<file path="src/rtl/pgs_pkg.sv">
`timescale 1ns/1ps
package pgs_pkg;
   typedef enum logic [1:0] {
      SEL_GATE = 2'd0,
      SEL_CTRL = 2'd1,
      SEL_SW   = 2'd2
   } reg_sel_t;

   localparam int unsigned DOM_STRIDE = 12;
   localparam logic [1:0]  CTRL_OFF_RST = 2'b01;
   localparam logic [1:0]  CTRL_ON_RST  = 2'b11;
   localparam logic [1:0]  CTRL_ON_RUN  = 2'b10;
endpackage

</file>
<file path="src/rtl/pgs_step_table.sv">
`timescale 1ns/1ps
// Value and target register of each sequencing stage.
module pgs_step_table
   import pgs_pkg::*;
#(
   parameter int SW_N   = 4,
   parameter int GATE_W = 25,
   parameter int STEP_W = 4
)(
   input  logic              up,
   input  logic [STEP_W-1:0] idx,
   output reg_sel_t          sel,
   output logic [GATE_W-1:0] val,
   output logic              last
);
   localparam logic [GATE_W-1:0] GATE_SETUP = {{(GATE_W-1){1'b1}}, 1'b0};
   localparam logic [GATE_W-1:0] ONE        = GATE_W'(1);

   always_comb begin
      sel = SEL_SW;
      val = '0;
      if (up) begin
         if (idx == STEP_W'(0)) begin
            sel = SEL_CTRL;
            val = GATE_W'(CTRL_ON_RST);
         end else if (idx == STEP_W'(1)) begin
            sel = SEL_GATE;
            val = GATE_SETUP;
         end else if (idx <= STEP_W'(SW_N + 1)) begin
            // one more switch per stage, lower ones stay closed
            sel = SEL_SW;
            val = (ONE << (idx - STEP_W'(1))) - ONE;
         end else if (idx == STEP_W'(SW_N + 2)) begin
            sel = SEL_GATE;
            val = GATE_SETUP | ONE;
         end else if (idx == STEP_W'(SW_N + 3)) begin
            sel = SEL_CTRL;
            val = GATE_W'(CTRL_ON_RUN);
         end else begin
            sel = SEL_SW;
            val = (ONE << (SW_N + 1)) - ONE;
         end
      end else begin
         if (idx == STEP_W'(0)) begin
            sel = SEL_SW;
            val = (ONE << SW_N) - ONE;
         end else if (idx == STEP_W'(1)) begin
            sel = SEL_GATE;
            val = '0;
         end else if (idx == STEP_W'(2)) begin
            sel = SEL_CTRL;
            val = GATE_W'(CTRL_ON_RST);
         end else if (idx == STEP_W'(3)) begin
            sel = SEL_CTRL;
            val = GATE_W'(CTRL_OFF_RST);
         end else begin
            sel = SEL_SW;
            val = '0;
         end
      end
   end

   assign last = up ? (idx == STEP_W'(SW_N + 4)) : (idx == STEP_W'(4));
endmodule

</file>
<file path="src/rtl/pgs_settle_timer.sv">
`timescale 1ns/1ps
// Counts the settle interval of the current stage.
module pgs_settle_timer #(
   parameter int W = 8
)(
   input  logic         clk,
   input  logic         rst_n,
   input  logic         clear,
   input  logic         run,
   input  logic [W-1:0] len,
   output logic         at_end
);
   logic [W-1:0] cnt_q;

   always_ff @(posedge clk or negedge rst_n) begin
      if (!rst_n)      cnt_q <= '0;
      else if (clear)  cnt_q <= '0;
      else if (run)    cnt_q <= cnt_q + 1'b1;
   end

   assign at_end = run && (cnt_q == len);
endmodule

</file>
<file path="src/rtl/pgs_domain.sv">
`timescale 1ns/1ps
// Control words of one switchable domain.
module pgs_domain
   import pgs_pkg::*;
#(
   parameter int SW_N   = 4,
   parameter int GATE_W = 25
)(
   input  logic              clk,
   input  logic              rst_n,
   input  logic              wr_en,
   input  reg_sel_t          sel,
   input  logic [GATE_W-1:0] val,
   input  logic              fin,
   input  logic              fin_up,
   output logic [GATE_W-1:0] gate_q,
   output logic [1:0]        ctrl_q,
   output logic [SW_N:0]     sw_q,
   output logic              on_q
);
   always_ff @(posedge clk or negedge rst_n) begin
      if (!rst_n) begin
         gate_q <= '0;
         ctrl_q <= CTRL_OFF_RST;
         sw_q   <= '0;
         on_q   <= 1'b0;
      end else begin
         if (wr_en) begin
            case (sel)
               SEL_GATE: gate_q <= val;
               SEL_CTRL: ctrl_q <= val[1:0];
               default:  sw_q   <= val[SW_N:0];
            endcase
         end
         if (fin) on_q <= fin_up;
      end
   end
endmodule

</file>
<file path="src/rtl/pwr_gate_seq.sv">
`timescale 1ns/1ps
module pwr_gate_seq
   import pgs_pkg::*;
#(
   parameter int NUM_DOM  = 3,
   parameter int SW_N     = 4,
   parameter int GATE_W   = 25,
   parameter int SETTLE_W = 8,
   parameter int ADDR_W   = 8,
   parameter int DOM_W    = (NUM_DOM > 1) ? $clog2(NUM_DOM) : 1
)(
   input  logic                     clk,
   input  logic                     rst_n,
   input  logic                     req_valid,
   input  logic                     req_up,
   input  logic [DOM_W-1:0]         req_dom,
   input  logic [SETTLE_W-1:0]      settle_len,
   output logic                     busy,
   output logic                     done,
   input  logic [ADDR_W-1:0]        rd_addr,
   output logic [31:0]              rd_data,
   output logic [NUM_DOM-1:0]       dom_clk_en,
   output logic [NUM_DOM-1:0]       dom_rst,
   output logic [NUM_DOM*SW_N-1:0]  dom_sw,
   output logic [NUM_DOM-1:0]       dom_iso
);
   localparam int STEP_W      = $clog2(SW_N + 5);
   localparam int DOM_SLOTS   = 1 << DOM_W;
   localparam int STATUS_ADDR = NUM_DOM * DOM_STRIDE;

   if (NUM_DOM < 1 || NUM_DOM > 31) begin : g_bad_dom
      $error("NUM_DOM must lie in 1..31");
   end
   if (DOM_W != ((NUM_DOM > 1) ? $clog2(NUM_DOM) : 1)) begin : g_bad_domw
      $error("DOM_W must not be overridden");
   end
   if (SW_N < 1 || SW_N > 8) begin : g_bad_sw
      $error("SW_N must lie in 1..8");
   end
   if (GATE_W < SW_N + 1 || GATE_W > 32) begin : g_bad_gate
      $error("GATE_W must cover the switch word and fit 32 bits");
   end
   if (SETTLE_W < 1) begin : g_bad_settle
      $error("SETTLE_W must be at least 1");
   end
   if (STATUS_ADDR + 4 > (1 << ADDR_W)) begin : g_bad_addr
      $error("ADDR_W too small for the register view");
   end

   // sequencer state
   logic                busy_q, up_q, done_q, err_q;
   logic [DOM_W-1:0]    dom_q;
   logic [STEP_W-1:0]   step_q;
   logic [SETTLE_W-1:0] len_q;

   logic                at_end, last, adv;
   reg_sel_t            sel;
   logic [GATE_W-1:0]   val;

   logic [GATE_W-1:0]   gate_v [NUM_DOM];
   logic [1:0]          ctrl_v [NUM_DOM];
   logic [SW_N:0]       sw_v   [NUM_DOM];
   logic [NUM_DOM-1:0]  on_v;
   logic [DOM_SLOTS-1:0] on_pad;

   always_comb begin
      on_pad = '0;
      on_pad[NUM_DOM-1:0] = on_v;
   end

   logic dom_ok, accept, noop, start;
   assign dom_ok = ({1'b0, req_dom} < (DOM_W + 1)'(NUM_DOM));
   assign accept = req_valid && !busy_q && dom_ok;
   assign noop   = accept && (on_pad[req_dom] == req_up);
   assign start  = accept && !noop;
   assign adv    = busy_q && at_end;

   always_ff @(posedge clk or negedge rst_n) begin
      if (!rst_n) begin
         busy_q <= 1'b0;
         up_q   <= 1'b0;
         done_q <= 1'b0;
         err_q  <= 1'b0;
         dom_q  <= '0;
         step_q <= '0;
         len_q  <= '0;
      end else begin
         done_q <= noop || (adv && last);
         if (req_valid && (busy_q || !dom_ok)) err_q <= 1'b1;
         if (start) begin
            busy_q <= 1'b1;
            up_q   <= req_up;
            dom_q  <= req_dom;
            step_q <= '0;
            len_q  <= settle_len;
         end else if (adv) begin
            if (last) busy_q <= 1'b0;
            else      step_q <= step_q + 1'b1;
         end
      end
   end

   pgs_settle_timer #(.W(SETTLE_W)) i_timer (
      .clk    (clk),
      .rst_n  (rst_n),
      .clear  (start || adv),
      .run    (busy_q),
      .len    (len_q),
      .at_end (at_end)
   );

   pgs_step_table #(.SW_N(SW_N), .GATE_W(GATE_W), .STEP_W(STEP_W)) i_table (
      .up   (up_q),
      .idx  (step_q),
      .sel  (sel),
      .val  (val),
      .last (last)
   );

   for (genvar d = 0; d < NUM_DOM; d++) begin : g_dom
      logic wr;
      assign wr = adv && (dom_q == DOM_W'(d));

      pgs_domain #(.SW_N(SW_N), .GATE_W(GATE_W)) i_dom (
         .clk    (clk),
         .rst_n  (rst_n),
         .wr_en  (wr),
         .sel    (sel),
         .val    (val),
         .fin    (wr && last),
         .fin_up (up_q),
         .gate_q (gate_v[d]),
         .ctrl_q (ctrl_v[d]),
         .sw_q   (sw_v[d]),
         .on_q   (on_v[d])
      );

      assign dom_clk_en[d]            = ctrl_v[d][1];
      assign dom_rst[d]               = ctrl_v[d][0];
      assign dom_sw[d*SW_N +: SW_N]   = sw_v[d][SW_N-1:0];
      assign dom_iso[d]               = ~sw_v[d][SW_N];
   end

   // read view
   always_comb begin
      rd_data = '0;
      for (int d = 0; d < NUM_DOM; d++) begin
         if (rd_addr == ADDR_W'(d * DOM_STRIDE))     rd_data = 32'(gate_v[d]);
         if (rd_addr == ADDR_W'(d * DOM_STRIDE + 4)) rd_data = 32'(ctrl_v[d]);
         if (rd_addr == ADDR_W'(d * DOM_STRIDE + 8)) rd_data = 32'(sw_v[d]);
      end
      if (rd_addr == ADDR_W'(STATUS_ADDR)) begin
         rd_data[NUM_DOM-1:0] = on_v;
         rd_data[31]          = err_q;
      end
   end

   assign busy = busy_q;
   assign done = done_q;
endmodule

</file>
<file path="config.mk">
export PLATFORM = sky130hd
export DESIGN_NAME = pwr_gate_seq
export DESIGN_NICKNAME = d
export VERILOG_FILES = /design/src/rtl/pgs_pkg.sv /design/src/rtl/pgs_step_table.sv /design/src/rtl/pgs_settle_timer.sv /design/src/rtl/pgs_domain.sv /design/src/rtl/pwr_gate_seq.sv
export SDC_FILE = /design/constraint.sdc
export NUM_CORES = 1
export LEC_CHECK = 0
export ABC_AREA = 1
export CAP_MARGIN = 30
export CORE_ASPECT_RATIO = 0.6
export CORE_MARGIN = 5
export CORE_UTILIZATION = 45
export CTS_BUF_LIST = sky130_fd_sc_hd__clkbuf_2
export DETAILED_ROUTE_END_ITERATION = 10
export HOLD_SLACK_MARGIN = 0.02
export PLACE_DENSITY = 0.73
export SETUP_SLACK_MARGIN = 0.05
export SLEW_MARGIN = 20
export SYNTH_ARGS = -nofsm -noshare
export SYNTH_HDL_FRONTEND = slang
export SYNTH_SLANG_ARGS = --single-unit
</file>
<file path="constraint.sdc">
create_clock -name clk -period 3.04 [get_ports clk]
set_clock_uncertainty 0.1 [all_clocks]
set_input_delay 0.608 -clock clk [delete_from_list [all_inputs] [get_ports clk]]
set_output_delay 0.608 -clock clk [all_outputs]
set_load 0.05 [all_outputs]
</file>
==> results by group, run 1 <==
Layout
  – Nets: 926
  – Cell area after layout: 8270 µm²
  – Share of layout cells above drive strength 1: 0.200
  – Syn-to-layout area delta: 29.2%
  – Non-filler cells, final: 1102

Die
  – Initial core utilization: 0.464
  – Core ar.: 13800 µm²
  – Die ar.: 16800 µm²
  – Die H: 102 µm
  – Row Count: 33
  – I/O pin cnt: 77
  – Die width: 164 µm

Clock network
  – CTS buffer count: 17
  – Max clock buf depth: 2
  – Clock sinks: 122
  – CTS Root Cell: clkbuf_2
  – TritonCTS clock tree: done
  – Htree depth: 4
  – Skew-Pair Late Insertion Delay: 0.65 ns
  – Clk slew on worst S/H paths: 0.19 ns

Synthesis
  – Commonest cells post-synth: nand2_1 (215), dfrtp_1 (119), inv_1 (115)
  – Area share of the largest cell type after synthesis: 0.465
  – Most frequent cell after synthesis: nand2_1
  – Mean post-synth cell area: 8.10 µm²
  – Synth Instances: 790
  – Yosys warns: 0
  – Dominant synthesized flop cell: dfrtp_1
  – Sequential fraction of the synthesis area: 0.478
  – Synth top area cells: dfrtp_1 (47%), nand2_1 (13%), inv_1 (6.7%)
  – Area leader, netlist: dfrtp_1
  – Async SR Flop Fraction: 1.00
  – Post-synth EDFFs: 0
  – Seq cells post-synth: 122
  – Yosys cell types: 43
  – Synth Cell Area: 6400 µm²

Global routing
  – First-pass GRT wire length: 27400 µm
  – Total gr overflow: 0
  – Global Route Usage Sum: 0.208
  – Largest net degree at the start of global routing: 55
  – Initial antenna violation count: 1
  – Vias in the first global route: 5349

Pwr
  – Power Density: 341 nW/µm²
  – Leakage: 4.14 nW
  – Sw Pwr: 0.000685 W
  – Clk pwr share: 0.377
  – Sequential power share: 0.577
  – Net Sw Frac: 0.243
  – Gate power share: 0.046
  – Cell internal pwr: 0.00213 W
  – Worst IR drop on VDD: 0.000216 V

STA
  – Tmin final: 2.89 ns
  – Part of the cycle the worst path needs: 0.951
  – Slew @ Worst Pin: 0.589 ns
  – Slew Limit Headroom: 0.606
  – Fmax achieved: 346 MHz
  – Setup ws final: 0.148 ns
  – Endpoints failing hold: 0
  – Endpoints failing setup: 0
  – Unrepaired setup endpoints after global routing: no
  – Max-slew violation count: 0
  – Worst hold slack: 0.325 ns

Hold path
  – Hold WC Path Type: in2async

Drt
  – DRT Pass-1 Iters: 5
  – DRC Markers: 0
  – Drt via density: 5.18
  – Final ANT Viol Nets: 0
  – Final WL: 16900 µm
  – Via count: 5710
  – DR WL/cell: 15.3 µm
  – Drt initial violations: 555

Setup path
  – Critical path class: in2out
  – Reg2reg path depth: 12
  – Crit path max fanout: 20
  – CP arrival: 2.18 ns
  – FF-to-FF Start: step_q[1]
  – Reg2Reg Setup Slack: 0.30 ns
  – Worst setup SP type: primary input
  – R2R Path End: g_dom[1].i_dom.gate_q[5]
  – Data required, critical path: 2.33 ns
  – CP Capture Type: output pin

Outcome
  – Status: finished clean

Job
  – # Max-Cap Violations: 0

Placed design
  – Dpl cell area: 7770 µm²
  – DP Cell Count: 1060
  – Gpl congestion: 0.932
  – Port bufs: 70
  – Post-DP HPWL: 12500 µm
  – Pre-CTS setup slack: -0.116 ns
[placed cells by master, fill, tap and decap left out, drive strengths merged, types with 2 or more instances in the layout]
cell type / count
a21oi: 12
a31oi: 2
and2: 2
buf: 77
bufinv: 3
clkbuf: 21
clkdlybuf4s50: 34
clkinv: 7
conb: 6
dfrtp: 119
dfstp: 3
dlygate4sd2: 4
dlymetal6s2s: 4
ha: 8
inv: 119
mux2: 4
nand2: 222
nand3: 41
nand3b: 2
nand4: 16
nor2: 57
nor3: 12
nor4: 4
o211ai: 8
o21ai: 87
o221ai: 14
o22ai: 2
xnor2: 2
xor2: 8
[worst max-delay path: stages]
cell and delay (ns):
dlygate4sd2_1 0.26, buf_4 0.17, inv_12 0.05, nand2_4 0.05
nor3_4 0.22, nand2_2 0.12, buf_12 0.18, o211ai_1 0.32
buf_12 0.19
[per-layer routing]
| metal | global-route usage | vias up | part of all wire |
|---|---|---|---|
| li1 | - | 2733 | - |
| met1 | 0.325 | 2744 | 0.50 |
| met4 | 0.0541 | 0 | 0.0099 |
| met2 | 0.287 | 216 | 0.40 |
| met3 | 0.0472 | 17 | 0.081 |
| met5 | 0 | - | 0 |
[power by group through the flow]
stage                     clock network [W]  registers (W)   logic, W
after floorplan                           0        0.00165  0.0000383
after global placement                    0        0.00165   0.000117
after detailed placement                  0        0.00165   0.000118
after CTS                           0.00108        0.00162   0.000128
after global routing                0.00116        0.00163   0.000144
final                               0.00106        0.00162   0.000130
[worst max-delay path by stage]
| stage | startpoint | cells after the start | slack [ns] | endpoint |
|---|---|---|---|---|
| 5_1_grt | rd_addr[3] | 9 | 0.04 | rd_data[23] |
| 2_1_floorplan | rd_addr[7] | 7 | -0.05 | rd_data[24] |
| 3_5_place_dp | rd_addr[7] | 13 | -0.12 | rd_data[0] |
| 4_1_cts | rd_addr[5] | 13 | 0.004 | rd_data[0] |
| 3_3_place_gp | rd_addr[5] | 13 | -0.04 | rd_data[0] |
| 6_report | rd_addr[7] | 9 | 0.15 | rd_data[15] |
[cells by family (layout without fill, tap and decap cells)]
family,count (synthesis),in the layout,synth area share
compound gates,127,127,0.119
flops,122,122,0.478
buf+inv,158,272,0.112
mux,4,4,0.00704
other cells,1,7,0.000586
fa+ha+maj,8,8,0.0156
simple gates,360,360,0.254
xor+xnor,10,10,0.0137
[through the flow]
step	power, W	setup TNS, ns	utilization
final	0.00282	0	0.600
after global routing	0.00293	0	0.600
after floorplan	0.00169	-0.0543	-
after global placement	0.00177	-0.0589	0.564
after detailed placement	0.00177	-0.697	0.564
after CTS	0.00283	0	0.594
[timing repair]
action	CTS	global route
hold endpoints to repair	33	0
hold buffers	1	0
setup endpoints to repair	24	26
setup buffers	7	2
gates resized for setup	34	19
pin swaps	11	10
[flip-flops by register name, indices dropped and copies added (netlist names)]
name,cells
dom_q,2
g_dom.i_dom.on_q,3
g_dom.i_dom.gate_q,72
i_timer.cnt_q,8
done,1
busy,1
up_q,1
g_dom.i_dom.sw_q,15
err_q,1
step_q,4
g_dom.i_dom.ctrl_q,6
len_q,8
[cell type report]
type,count,area [µm²]
fill,1207,5520
sequential,122,3060
multi-input combinational,515,2850
timing repair buffer,121,1420
inverter,119,464
tap,192,240
clock inverter,11,131
clock buffer,21,105
antenna,1,2.50
(Power assumes the default switching activity.)
==> run 2: changes to the inputs <==
DONT_BUFFER_PORTS = 1   (was not set)
PLACE_DENSITY = 0.66   (was 0.73)
==> run 2 against run 1 <==
Compared with the run above:
- the flow now finishes with violations (hold timing)
- core utilization shrank 6.9 points
- critical path depth shrank 4
- maximum frequency grew 0.99%
- first-iteration DRC count grew 11%
- clock power grew 11%
- sequential power is essentially flat
- global-route usage grew 0.20 points
- flip-flop and latch count is the same
- non-clock buffer count shrank 66
- count of clock-buffer cells in the layout shrank 3
- die area is the same
- largest cell class unchanged
- largest power group unchanged
==> results by group, run 2 (synthesized netlist as in run 1, its figures left out) <==
Drt
  – Via count: 5495 (-3.8%)
  – DRC Markers: 0 (unchanged)
  – DRT Pass-1 Iters: 6 (+1)
  – Final ANT Viol Nets: 0 (unchanged)
  – DR WL/cell: 16.2 µm (+5.5%)
  – Drt initial violations: 614 (+11%)
  – Drt via density: 5.31 (+2.5%)
  – Final WL: 16700 µm (-0.95%)

Outcome
  – Status: complete, but fails checks
  – Failing checks: hold timing

Pwr
  – Power Density: 390 nW/µm² (+15%)
  – Leakage: 3.73 nW (-10%)
  – Cell internal pwr: 0.00213 W (-0.12%)
  – Gate power share: 0.018 (-0.028)
  – Sequential power share: 0.570 (-0.007)
  – Clk pwr share: 0.412 (+0.035)
  – Sw Pwr: 0.000725 W (+5.9%)
  – Worst IR drop on VDD: 0.000252 V (+16%)
  – Net Sw Frac: 0.254 (+0.0109)

Global routing
  – Vias in the first global route: 5241 (-2.0%)
  – Global Route Usage Sum: 0.210 (+0.00205)
  – Largest net degree at the start of global routing: 123 (+120%)
  – Initial antenna violation count: 0 (-1)
  – Total gr overflow: 0 (unchanged)
  – First-pass GRT wire length: 27500 µm (+0.38%)

Placed design
  – Pre-CTS setup slack: 0.161 ns (+0.276 ns)
  – Gpl congestion: 0.910 (-2.4%)
  – Port bufs: 0 (-100%)
  – Dpl cell area: 6850 µm² (-12%)
  – Post-DP HPWL: 12300 µm (-1.7%)

Job
  – # Max-Cap Violations: 0 (unchanged)

Die
  – Initial core utilization: 0.464 (unchanged)
  – Core ar.: 13800 µm² (unchanged)
  – Die ar.: 16800 µm² (unchanged)
  – Die H: 102 µm (unchanged)
  – Die width: 164 µm (unchanged)
  – I/O pin cnt: 77 (unchanged)
  – Row Count: 33 (unchanged)

Layout
  – Core Util, Final: 0.531 (-0.0690)
  – Nets: 860 (-7.1%)
  – Share of layout cells above drive strength 1: 0.155 (-0.0448)
  – FF+latch area: 3060 µm² (+0.16%)
  – Area used by multi-input combinational logic: 2710 µm² (-4.8%)
  – Max reg flops: 72 (unchanged)
  – Biggest regs: g_dom.i_dom.gate_q: 72 flops, g_dom.i_dom.sw_q: 15 flops
  – Syn-to-layout area delta: 14.4%
  – Leading cell type in the layout, fill and taps excluded: nand2_1
  – Most frequent cells in the layout: nand2_1 (212), dfrtp_1 (115), inv_1 (111)
  – Filler Cells Inserted: 1299 (+7.6%)
  – Top reg by flops: g_dom.i_dom.gate_q
  – Cell area after layout: 7320 µm² (-12%)
  – Diode count: 0 (-1)

STA
  – Max-slew violation count: 0 (unchanged)
  – Worst hold slack: -0.507 ns (-0.833 ns)
  – Tmin final: 2.86 ns (-0.0283 ns)
  – Setup ws final: 0.176 ns (+0.0283 ns)
  – Endpoints failing setup: 0 (unchanged)
  – Unrepaired setup endpoints after global routing: yes
  – Fmax achieved: 349 MHz (+0.99%)
  – Slew Limit Headroom: 0.594 (-0.0125)
  – Slew @ Worst Pin: 0.605 ns (+0.0165 ns)
  – Endpoints failing hold: 122 (+122)
  – Part of the cycle the worst path needs: 0.942 (-0.00932)

Setup path
  – CP arrival: 2.16 ns (-0.02 ns)
  – Slowest-stage cell, CP: dfrtp_2
  – Crit path max fanout: 2 (-90%)
  – Critical path class: reg2out
  – Data required, critical path: 2.33 ns (about the same)
  – Max incr delay on CP: 0.56 ns (+0.24 ns)
  – Worst setup SP type: register
  – Reg2reg path depth: 12 (unchanged)
  – CP Capture Type: output pin
  – Worst path cell trace: inv_1 > o22ai_1 > a211oi_1 > nand4_1 > buf_12

Clock network
  – Htree depth: 4 (unchanged)
  – CTS buffer count: 17 (unchanged)
  – Clk slew on worst S/H paths: 0.24 ns (+0.05 ns)
  – CTS Root Cell: clkbuf_2
  – Number of hold buffers added after cts: 13 (+12)
  – Skew-Pair Late Insertion Delay: 0.67 ns (+0.02 ns)
  – Max clock buf depth: 2 (unchanged)
  – TritonCTS clock tree: done
  – Clock sinks: 122 (unchanged)

Hold path
  – Hold WC Path Type: in2async
-- run 2: per-layer routing --
layer	global-route usage	part of all wire
met2	0.299	0.41
met1	0.326	0.49
met5	0	0
met4	0.0470	0.0091
met3	0.0455	0.096
-- run 2: stage by stage --
| step | power (W) | instances | setup TNS [ns] |
|---|---|---|---|
| detailed placement | 0.00169 | 988 | 0 |
| global route | 0.00295 | 1035 | 0 |
| CTS | 0.00287 | 1033 | 0 |
| floorplan | 0.00169 | 795 | -0.0543 |
| finish | 0.00285 | 1035 | 0 |
| global placement | 0.00169 | 988 | 0 |
-- run 2: cell type report --
type,instances,area share
Inverter,119,0.0634
Clock buffer,18,0.0123
Timing Repair Buffer,55,0.0768
Multi-Input combinational cell,515,0.371
Sequential cell,122,0.418
Tap cell,192,0.0328
Clock inverter,14,0.0255
-- run 2: repair_timing --
action                                  in CTS  in global routing
resized for setup                            2                 12
endpoints found under the setup margin       2                 70
setup buffers                                0                  2
pin swaps                                    0                  1
endpoints found under the hold margin      134                122
-- run 2: final timing paths --
path	startpoint	to	slack, ns
min in group clk	req_valid	done	0.08
min	rst_n	g_dom[2].i_dom.gate_q[10]	-0.51
min reg2reg	err_q	err_q	0.38
max	g_dom[0].i_dom.sw_q[2]	rd_data[2]	0.18
max reg2reg	step_q[1]	g_dom[0].i_dom.gate_q[1]	0.35
max in group asynchronous	rst_n	g_dom[0].i_dom.ctrl_q[0]	3.06
-- run 2: worst max-delay path, delay by kind of cell (launching register included) --
kind / cells / cell delay [ns]
AOI/OAI and AO/OA: 2 / 0.31
buffers and inverters: 2 / 0.37
DFF: 1 / 0.56
and+or+nand+nor: 1 / 0.25
-- run 2: power by group through the flow --
stage	registers, W	clock network, W	logic, W
after floorplan	0.00165	0	0.0000383
after global placement	0.00165	0	0.0000356
after detailed placement	0.00165	0	0.0000363
after CTS	0.00163	0.00119	0.0000502
after global routing	0.00163	0.00127	0.0000551
final	0.00163	0.00118	0.0000510
==> run 3: changes to the inputs <==
CTS_CLUSTER_DIAMETER = 80   (was not set)
GPL_ROUTABILITY_DRIVEN = 0   (was not set)
==> results of run 3 <==
Final layout, timing and power as in run 2 (identical DEF).
